## config.mk

```make
export PLATFORM = sky130hd
export DESIGN_NAME = pwr_standby_ctl
export DESIGN_NICKNAME = d
export VERILOG_FILES = /design/src/rtl/pwr_pkg.sv /design/src/rtl/pwr_stab_cnt.sv /design/src/rtl/pwr_stbc_reg.sv /design/src/rtl/pwr_standby_ctl.sv
export SDC_FILE = /design/constraint.sdc
export NUM_CORES = 1
export LEC_CHECK = 0
export BUFFER_PORTS_ARGS = -buffer_cell sky130_fd_sc_hd__buf_4
export CAP_MARGIN = 20
export CORE_ASPECT_RATIO = 1.5
export CORE_MARGIN = 5
export CORE_UTILIZATION = 40
export DETAILED_ROUTE_END_ITERATION = 8
export SLEW_MARGIN = 10
export SYNTH_ARGS = -nofsm -noshare
export SYNTH_HDL_FRONTEND = slang
export SYNTH_SLANG_ARGS = --single-unit
```

## constraint.sdc

```tcl
create_clock -name clk -period 1.6 [get_ports clk]
set_input_delay 0.08 -clock clk [delete_from_list [all_inputs] [get_ports clk]]
set_output_delay 0.08 -clock clk [all_outputs]
set_load 0.005 [all_outputs]
```

## src/rtl/pwr_pkg.sv

```systemverilog
package pwr_pkg;
   typedef enum logic [2:0] {
      PS_RESET   = 3'd0,
      PS_OSCWAIT = 3'd1,
      PS_RUN     = 3'd2,
      PS_SLEEP   = 3'd3,
      PS_STOP    = 3'd4
   } pwr_state_e;
endpackage

```

## src/rtl/pwr_stab_cnt.sv

```systemverilog
module pwr_stab_cnt #(
   parameter int CNT_W  = 8,
   parameter int RELOAD = 5
) (
   input  logic clk,
   input  logic rst_n,
   input  logic run_i,
   output logic done_o
);
   localparam logic [CNT_W-1:0] RLD = CNT_W'(RELOAD);

   if (RELOAD < 1 || RELOAD >= (1 << CNT_W)) begin : g_bad_reload
      $error("pwr_stab_cnt: RELOAD must lie in 1 .. 2**CNT_W-1");
   end

   logic [CNT_W-1:0] cnt_q;

   always_ff @(posedge clk or negedge rst_n) begin
      if (!rst_n)             cnt_q <= RLD;
      else if (!run_i)        cnt_q <= RLD;
      else if (cnt_q != '0)   cnt_q <= cnt_q - 1'b1;
   end

   assign done_o = run_i && (cnt_q == '0);

   // each running cycle removes exactly one count
   a_r8_step_down: assert property (@(posedge clk) disable iff (!rst_n)
      (run_i && cnt_q != '0) |=> (cnt_q == $past(cnt_q) - 1'b1));
   // a fresh wait always starts from the full reload value
   a_r8_reload: assert property (@(posedge clk) disable iff (!rst_n)
      $rose(run_i) |-> (cnt_q == RLD));
endmodule

```

## src/rtl/pwr_stbc_reg.sv

```systemverilog
module pwr_stbc_reg (
   input  logic clk,
   input  logic rst_n,
   input  logic wr_en,
   input  logic wr_slp,
   input  logic wr_stp,
   input  logic allow_i,
   input  logic irq_i,
   input  logic clr_i,
   output logic go_sleep_o,
   output logic go_stop_o,
   output logic slp_o,
   output logic stp_o
);
   logic accept;
   logic slp_q, stp_q;

   assign accept     = wr_en && allow_i && !irq_i;
   assign go_stop_o  = accept && wr_stp;
   assign go_sleep_o = accept && wr_slp && !wr_stp;

   always_ff @(posedge clk or negedge rst_n) begin
      if (!rst_n) begin
         slp_q <= 1'b0;
         stp_q <= 1'b0;
      end else if (clr_i) begin
         slp_q <= 1'b0;
         stp_q <= 1'b0;
      end else if (go_stop_o) begin
         stp_q <= 1'b1;
      end else if (go_sleep_o) begin
         slp_q <= 1'b1;
      end
   end

   assign slp_o = slp_q;
   assign stp_o = stp_q;

   // the stored bits never both read 1
   a_r4_onehot: assert property (@(posedge clk) disable iff (!rst_n)
      $onehot0({slp_q, stp_q}));
   // a write during a pending interrupt leaves the bits untouched
   a_r5_pending_hold: assert property (@(posedge clk) disable iff (!rst_n)
      (wr_en && irq_i && !clr_i) |=> $stable({slp_q, stp_q}));
endmodule

```

## src/rtl/pwr_standby_ctl.sv

```systemverilog
module pwr_standby_ctl
   import pwr_pkg::*;
#(
   parameter int HAS_POR     = 1,
   parameter int STAB_W      = 8,
   parameter int STAB_CYCLES = 5
) (
   input  logic       clk,
   input  logic       por_n,
   input  logic       ext_rst,
   input  logic       sw_rst,
   input  logic       wdt_rst,
   input  logic       irq_any,
   input  logic       ext_irq,
   input  logic       wr_en,
   input  logic       wr_slp,
   input  logic       wr_stp,
   output logic       cpu_clk_en,
   output logic       per_clk_en,
   output logic       osc_en,
   output logic       int_rst,
   output logic       stbc_slp,
   output logic       stbc_stp,
   output logic [2:0] state_o
);
   localparam pwr_state_e BOOT_ST = (HAS_POR != 0) ? PS_OSCWAIT : PS_RESET;

   if (HAS_POR != 0 && HAS_POR != 1) begin : g_bad_opt
      $error("pwr_standby_ctl: HAS_POR must be 0 or 1");
   end

   pwr_state_e st_q, st_d;
   logic       any_rst, stab_done, go_sleep, go_stop, allow, clr, pon_q;

   assign any_rst = ext_rst || sw_rst || wdt_rst;
   assign allow   = (st_q == PS_RUN) && !any_rst;
   assign clr     = (st_d == PS_RUN) || (st_d == PS_RESET);

   pwr_stab_cnt #(.CNT_W(STAB_W), .RELOAD(STAB_CYCLES)) u_cnt (
      .clk   (clk),
      .rst_n (por_n),
      .run_i (st_q == PS_OSCWAIT),
      .done_o(stab_done)
   );

   pwr_stbc_reg u_reg (
      .clk       (clk),
      .rst_n     (por_n),
      .wr_en     (wr_en),
      .wr_slp    (wr_slp),
      .wr_stp    (wr_stp),
      .allow_i   (allow),
      .irq_i     (irq_any),
      .clr_i     (clr),
      .go_sleep_o(go_sleep),
      .go_stop_o (go_stop),
      .slp_o     (stbc_slp),
      .stp_o     (stbc_stp)
   );

   always_comb begin
      st_d = st_q;
      unique case (st_q)
         PS_RESET:   if (!ext_rst) st_d = PS_RUN;
         PS_OSCWAIT: if (ext_rst) st_d = PS_RESET;
                     else if (stab_done) st_d = PS_RUN;
         PS_RUN:     if (any_rst) st_d = PS_RESET;
                     else if (go_stop) st_d = PS_STOP;
                     else if (go_sleep) st_d = PS_SLEEP;
         PS_SLEEP:   if (ext_rst) st_d = PS_RESET;
                     else if (irq_any) st_d = PS_RUN;
         PS_STOP:    if (ext_rst) st_d = PS_RESET;
                     else if (ext_irq) st_d = PS_OSCWAIT;
         default:    st_d = PS_RESET;
      endcase
   end

   always_ff @(posedge clk or negedge por_n) begin
      if (!por_n) st_q <= BOOT_ST;
      else        st_q <= st_d;
   end

   // power-up marker: holds reset through the first wait only
   if (HAS_POR != 0) begin : g_por
      always_ff @(posedge clk or negedge por_n) begin
         if (!por_n) pon_q <= 1'b1;
         else if (st_q == PS_RUN || st_q == PS_RESET) pon_q <= 1'b0;
      end
   end else begin : g_nopor
      assign pon_q = 1'b0;
   end

   assign cpu_clk_en = (st_q == PS_RUN);
   assign per_clk_en = (st_q == PS_RUN) || (st_q == PS_SLEEP);
   assign osc_en     = (st_q != PS_STOP);
   assign int_rst    = (st_q == PS_RESET) || ((st_q == PS_OSCWAIT) && pon_q);
   assign state_o    = st_q;

   a_r3_sleep_entry: assert property (@(posedge clk) disable iff (!por_n)
      (st_q == PS_RUN && wr_en && wr_slp && !wr_stp && !irq_any && !any_rst)
      |=> (st_q == PS_SLEEP && stbc_slp));
   a_r4_stop_prio: assert property (@(posedge clk) disable iff (!por_n)
      (st_q == PS_RUN && wr_en && wr_stp && !irq_any && !any_rst)
      |=> (st_q == PS_STOP && stbc_stp && !stbc_slp));
   a_r5_pending_run: assert property (@(posedge clk) disable iff (!por_n)
      (st_q == PS_RUN && wr_en && irq_any && !any_rst) |=> (st_q == PS_RUN));
   a_r6_sleep_wake: assert property (@(posedge clk) disable iff (!por_n)
      (st_q == PS_SLEEP && irq_any && !ext_rst) |=> (st_q == PS_RUN));
   a_r7_stop_hold: assert property (@(posedge clk) disable iff (!por_n)
      (st_q == PS_STOP && !ext_irq && !ext_rst) |=> (st_q == PS_STOP));
   a_r8_wait_gate: assert property (@(posedge clk) disable iff (!por_n)
      (st_q == PS_OSCWAIT && !stab_done && !ext_rst) |=> (st_q == PS_OSCWAIT));
   a_r9_wait_reset: assert property (@(posedge clk) disable iff (!por_n)
      (st_q == PS_OSCWAIT && ext_rst) |=> (st_q == PS_RESET));
   a_r10_run_reset: assert property (@(posedge clk) disable iff (!por_n)
      (st_q == PS_RUN && any_rst) |=> (st_q == PS_RESET));
   a_r11_clk_order: assert property (@(posedge clk) disable iff (!por_n)
      cpu_clk_en |-> (per_clk_en && osc_en));
   a_r11_stop_dark: assert property (@(posedge clk) disable iff (!por_n)
      (st_q == PS_STOP) |-> !(cpu_clk_en || per_clk_en || osc_en));
   a_r12_run_clear: assert property (@(posedge clk) disable iff (!por_n)
      (st_q == PS_RUN) |-> !(stbc_slp || stbc_stp));
endmodule

```

==> impl_results.md <==
* Outcome: finished clean
* FF-to-FF End: u_cnt.cnt_q[5]
* Critical path startpoint: u_cnt.cnt_q[1]
* Peak supply drop at 0.315 mV
* Die ar. at between 0.003 and 0.004 mm^2
* Startpoint type of the worst setup path: flop
* Critical path depth at 6
* RePlAce Congestion at 0.902
* Yosys reg bits at 14
* Crit path capture: u_cnt.cnt_q[5]
* Worst r2r path cells at 6
* Fin. Hold Viols at 0
* Max incr delay on CP at 0.39 ns
* Pwr Total at 650 uW
* First-pass GRT wire length at 3330 um
* Critical path type: reg2reg
* Async SR Flop Fraction at 100%
* Synth area leader: dfrtp_1
* DP HPWL at 1610 um
* GRT overflow at 0
* Vias in the first global route at 775
* Layout Utilization at 61.1%
* Min setup slack post-route at about 0.022 ns
* Synth top area share at 29.4%
* Port Buffer Count at 18
* Mapped Area at 852 um^2
* Reg2reg start: u_cnt.cnt_q[1]
* Crit path cell chain: inv_2 -> ha_4 -> or3b_4 -> o211ai_1 -> xor2_1 -> nor2_1
* Main flop type after synthesis: dfrtp_1
* Initial antenna violation count at 0
* Leakage at 0.000530 uW
* CP Capture Type: flop
* Cell Pwr Density at 525 mW/mm^2
* 1st-iter DRT viols at 9
* Top Layer Used: met4
* Total number of yosys warnings at 0
* Bufs and invs on worst path at 1
* Final setup fails at 0
* Worst path top cell family by delay: simple AND/OR/NAND/NOR gates
* Fin. max-slew vios at 0
* Fin Setup TNS at 0 ns
* Root buf cell: clkbuf_4
* Syn Area/Cell at 9.91 um^2
* Vias at 759
* Num CTS Buffers at 3
* WP data required at 1.77 ns
* HP Class: in2reg
* Die Ht at roughly 67 um
* Worst-Margin Slew at 0.377 ns
* Fill count at around 180
* WP data arrival at 1.74 ns
* Clk sinks at 14
* Syn_nets at 98
* Sequential Area at 355 um^2
* Top cells by area, synth: dfrtp_1 (29%), dfstp_2 (12%), nor2_1 (5.3%), inv_1 (4.0%), xnor2_1 (3.1%)
* EDFF count, synth at 0
* Drt total wl at 2090 um
* Post-synthesis sequential area ratio at 41.7%
* Cells after Synth at 86
* Pre-CTS setup slack at -0.0474 ns
* Std-Cell Core Area at ~0.002 mm^2
* WL met3 at roughly 68 um
* CP max stage cell: dfrtp_1
* CTS tree: done
* # rows at 20
* Library cells used by synthesis at 38
* Die Wd at about 48 um
* DR vias/cell at roughly 5.3
* Wire per inst at 14.5 um
* Period utilization at 98.6%
* 1st-pass router iterations at 4
* DRC viols at 0
* Clk pin slew, worst setup/hold paths at 0.09 ns
* M1 WL at approximately 810 um
* Largest net degree at the start of global routing at 15
* Area of the multi-input gates at ~540 um^2
* GRT Total Usage at 14.5%
* Max Clock Freq at between 600 and 700 MHz
* Initial Util at a little over two fifths
* Io pins at 19
* # Max-Cap Violations at 0
* Worst slew margin at 74.7%
* Post-route minimum period at ~1.6 ns
* Unrepaired setup endpoints after global routing: yes
* Layout cells sized above 1 at 45.9%
* Worst hold slack at 0.0340 ns
* Remaining antenna violation count after routing at 0
* R2R setup slack at 0.02 ns
* Metal2 WL at 1200 um
* Worst skew pair latency at 0.28 ns
* Clock Path Buffers at 2
* Net count reported at finish at 135
* Max FO, Critical Path at 3
* P&R area growth vs syn at 45.4%
* H-Tree Depth at 1
* Layout Skew at 0.00821 ns
* Ant. Diodes at 0
## per-layer routing
metal / vias to the layer above / track usage (%)
met1: 364 / 16.0
met2: 15 / 26.0
met3: 2 / 2.70
li1: 378 / -
met5: - / 0
met4: 0 / 5.05
## final cells by class
cell class,count,area share (%)
repair buffers,33,20.6
well taps,22,2.22
clock buffers,4,2.12
multi-input cells,62,43.6
flip-flops and latches,14,28.7
inverters,9,2.73
## cell usage in the layout, fill, tap and decap left out, types with 2 or more instances in the layout
cell type	n
a211oi_1	2
a2111oi_4	2
dfstp_2	4
nand2_1	4
dlygate4sd3_1	3
o21ai_1	3
nor3_2	3
xnor2_1	3
inv_1	7
clkbuf_4	3
nor2b_1	2
nand2b_1	3
xor2_1	3
inv_2	2
nor2_1	12
or3b_4	2
dfrtp_1	10
buf_4	30
## state kept, by name (all words and copies together), names as in the netlist
name and flops:
pon_q 1, state_o 3, u_cnt.cnt_q 8, u_reg.slp_o 1, u_reg.stp_o 1
## what timing repair did
| item | in CTS | in global routing |
|---|---|---|
| endpoints found under the hold margin | 16 | 0 |
| resized for setup | 3 | 12 |
| pin swaps | 4 | 8 |
| hold buffers | 3 | 0 |
| buffers inserted | 0 | 3 |
| endpoints found under the setup margin | 6 | 12 |
## worst min path at each step
| stage | startpoint | end | slack (ns) | cells past startpoint |
|---|---|---|---|---|
| floorplan | por_n | state_o[1] | -0.22 | 0 |
| finish | wr_slp | state_o[0] | 0.03 | 3 |
| global route | wr_slp | state_o[0] | 0.04 | 3 |
| detailed placement | por_n | u_cnt.cnt_q[1] | -0.06 | 1 |
| CTS | wr_slp | state_o[0] | 0.02 | 3 |
| global placement | por_n | u_cnt.cnt_q[1] | -0.06 | 1 |
## synth_stat cells (2+ instances only)
cell type and n:
nor2_1 12, dfrtp_1 10, inv_1 9, nand2_1 5, dfstp_2 4, nand2b_1 3
o21ai_1 3, xnor2_1 3, xor2_1 3, a2111oi_1 2, a211oi_1 2, ha_1 2
nor2b_1 2, nor3_1 2
## worst reg2reg max path, stage by stage, from the launching register on
cell      delay (ns)
dfrtp_1         0.39
inv_2           0.09
ha_4            0.13
or3b_4          0.39
o211ai_1        0.25
xor2_1          0.17
nor2_1          0.06
## metrics by stage
step	cell area [um^2]	cells
5_1_grt	1240	144
6_report	1240	144
3_5_place_dp	1080	134
4_1_cts	1160	141
2_1_floorplan	862	86
3_3_place_gp	1080	134
## power by group
| part | leakage, uW | switching (uW) | internal [uW] |
|---|---|---|---|
| sequential | 0.000180 | 5.28 | 357 |
| combinational | 0.000335 | 34.6 | 47.6 |
| clock | 0.0000150 | 109 | 96.6 |
| total | 0.000530 | 148 | 501 |
## kinds of logic (layout without fill, tap and decap cells)
kind of cell | after synthesis | in the layout | synth area share (%)
and+or+nand+nor | 39 | 39 | 29.2
AOI/OAI and AO/OA | 15 | 15 | 14.7
DFF | 14 | 14 | 41.7
buffers and inverters | 10 | 46 | 5.29
xor gates and xnor gates | 6 | 6 | 6.17
adders and majority gates | 2 | 2 | 2.94
No activity file was read; power rests on OpenSTA's default activity.
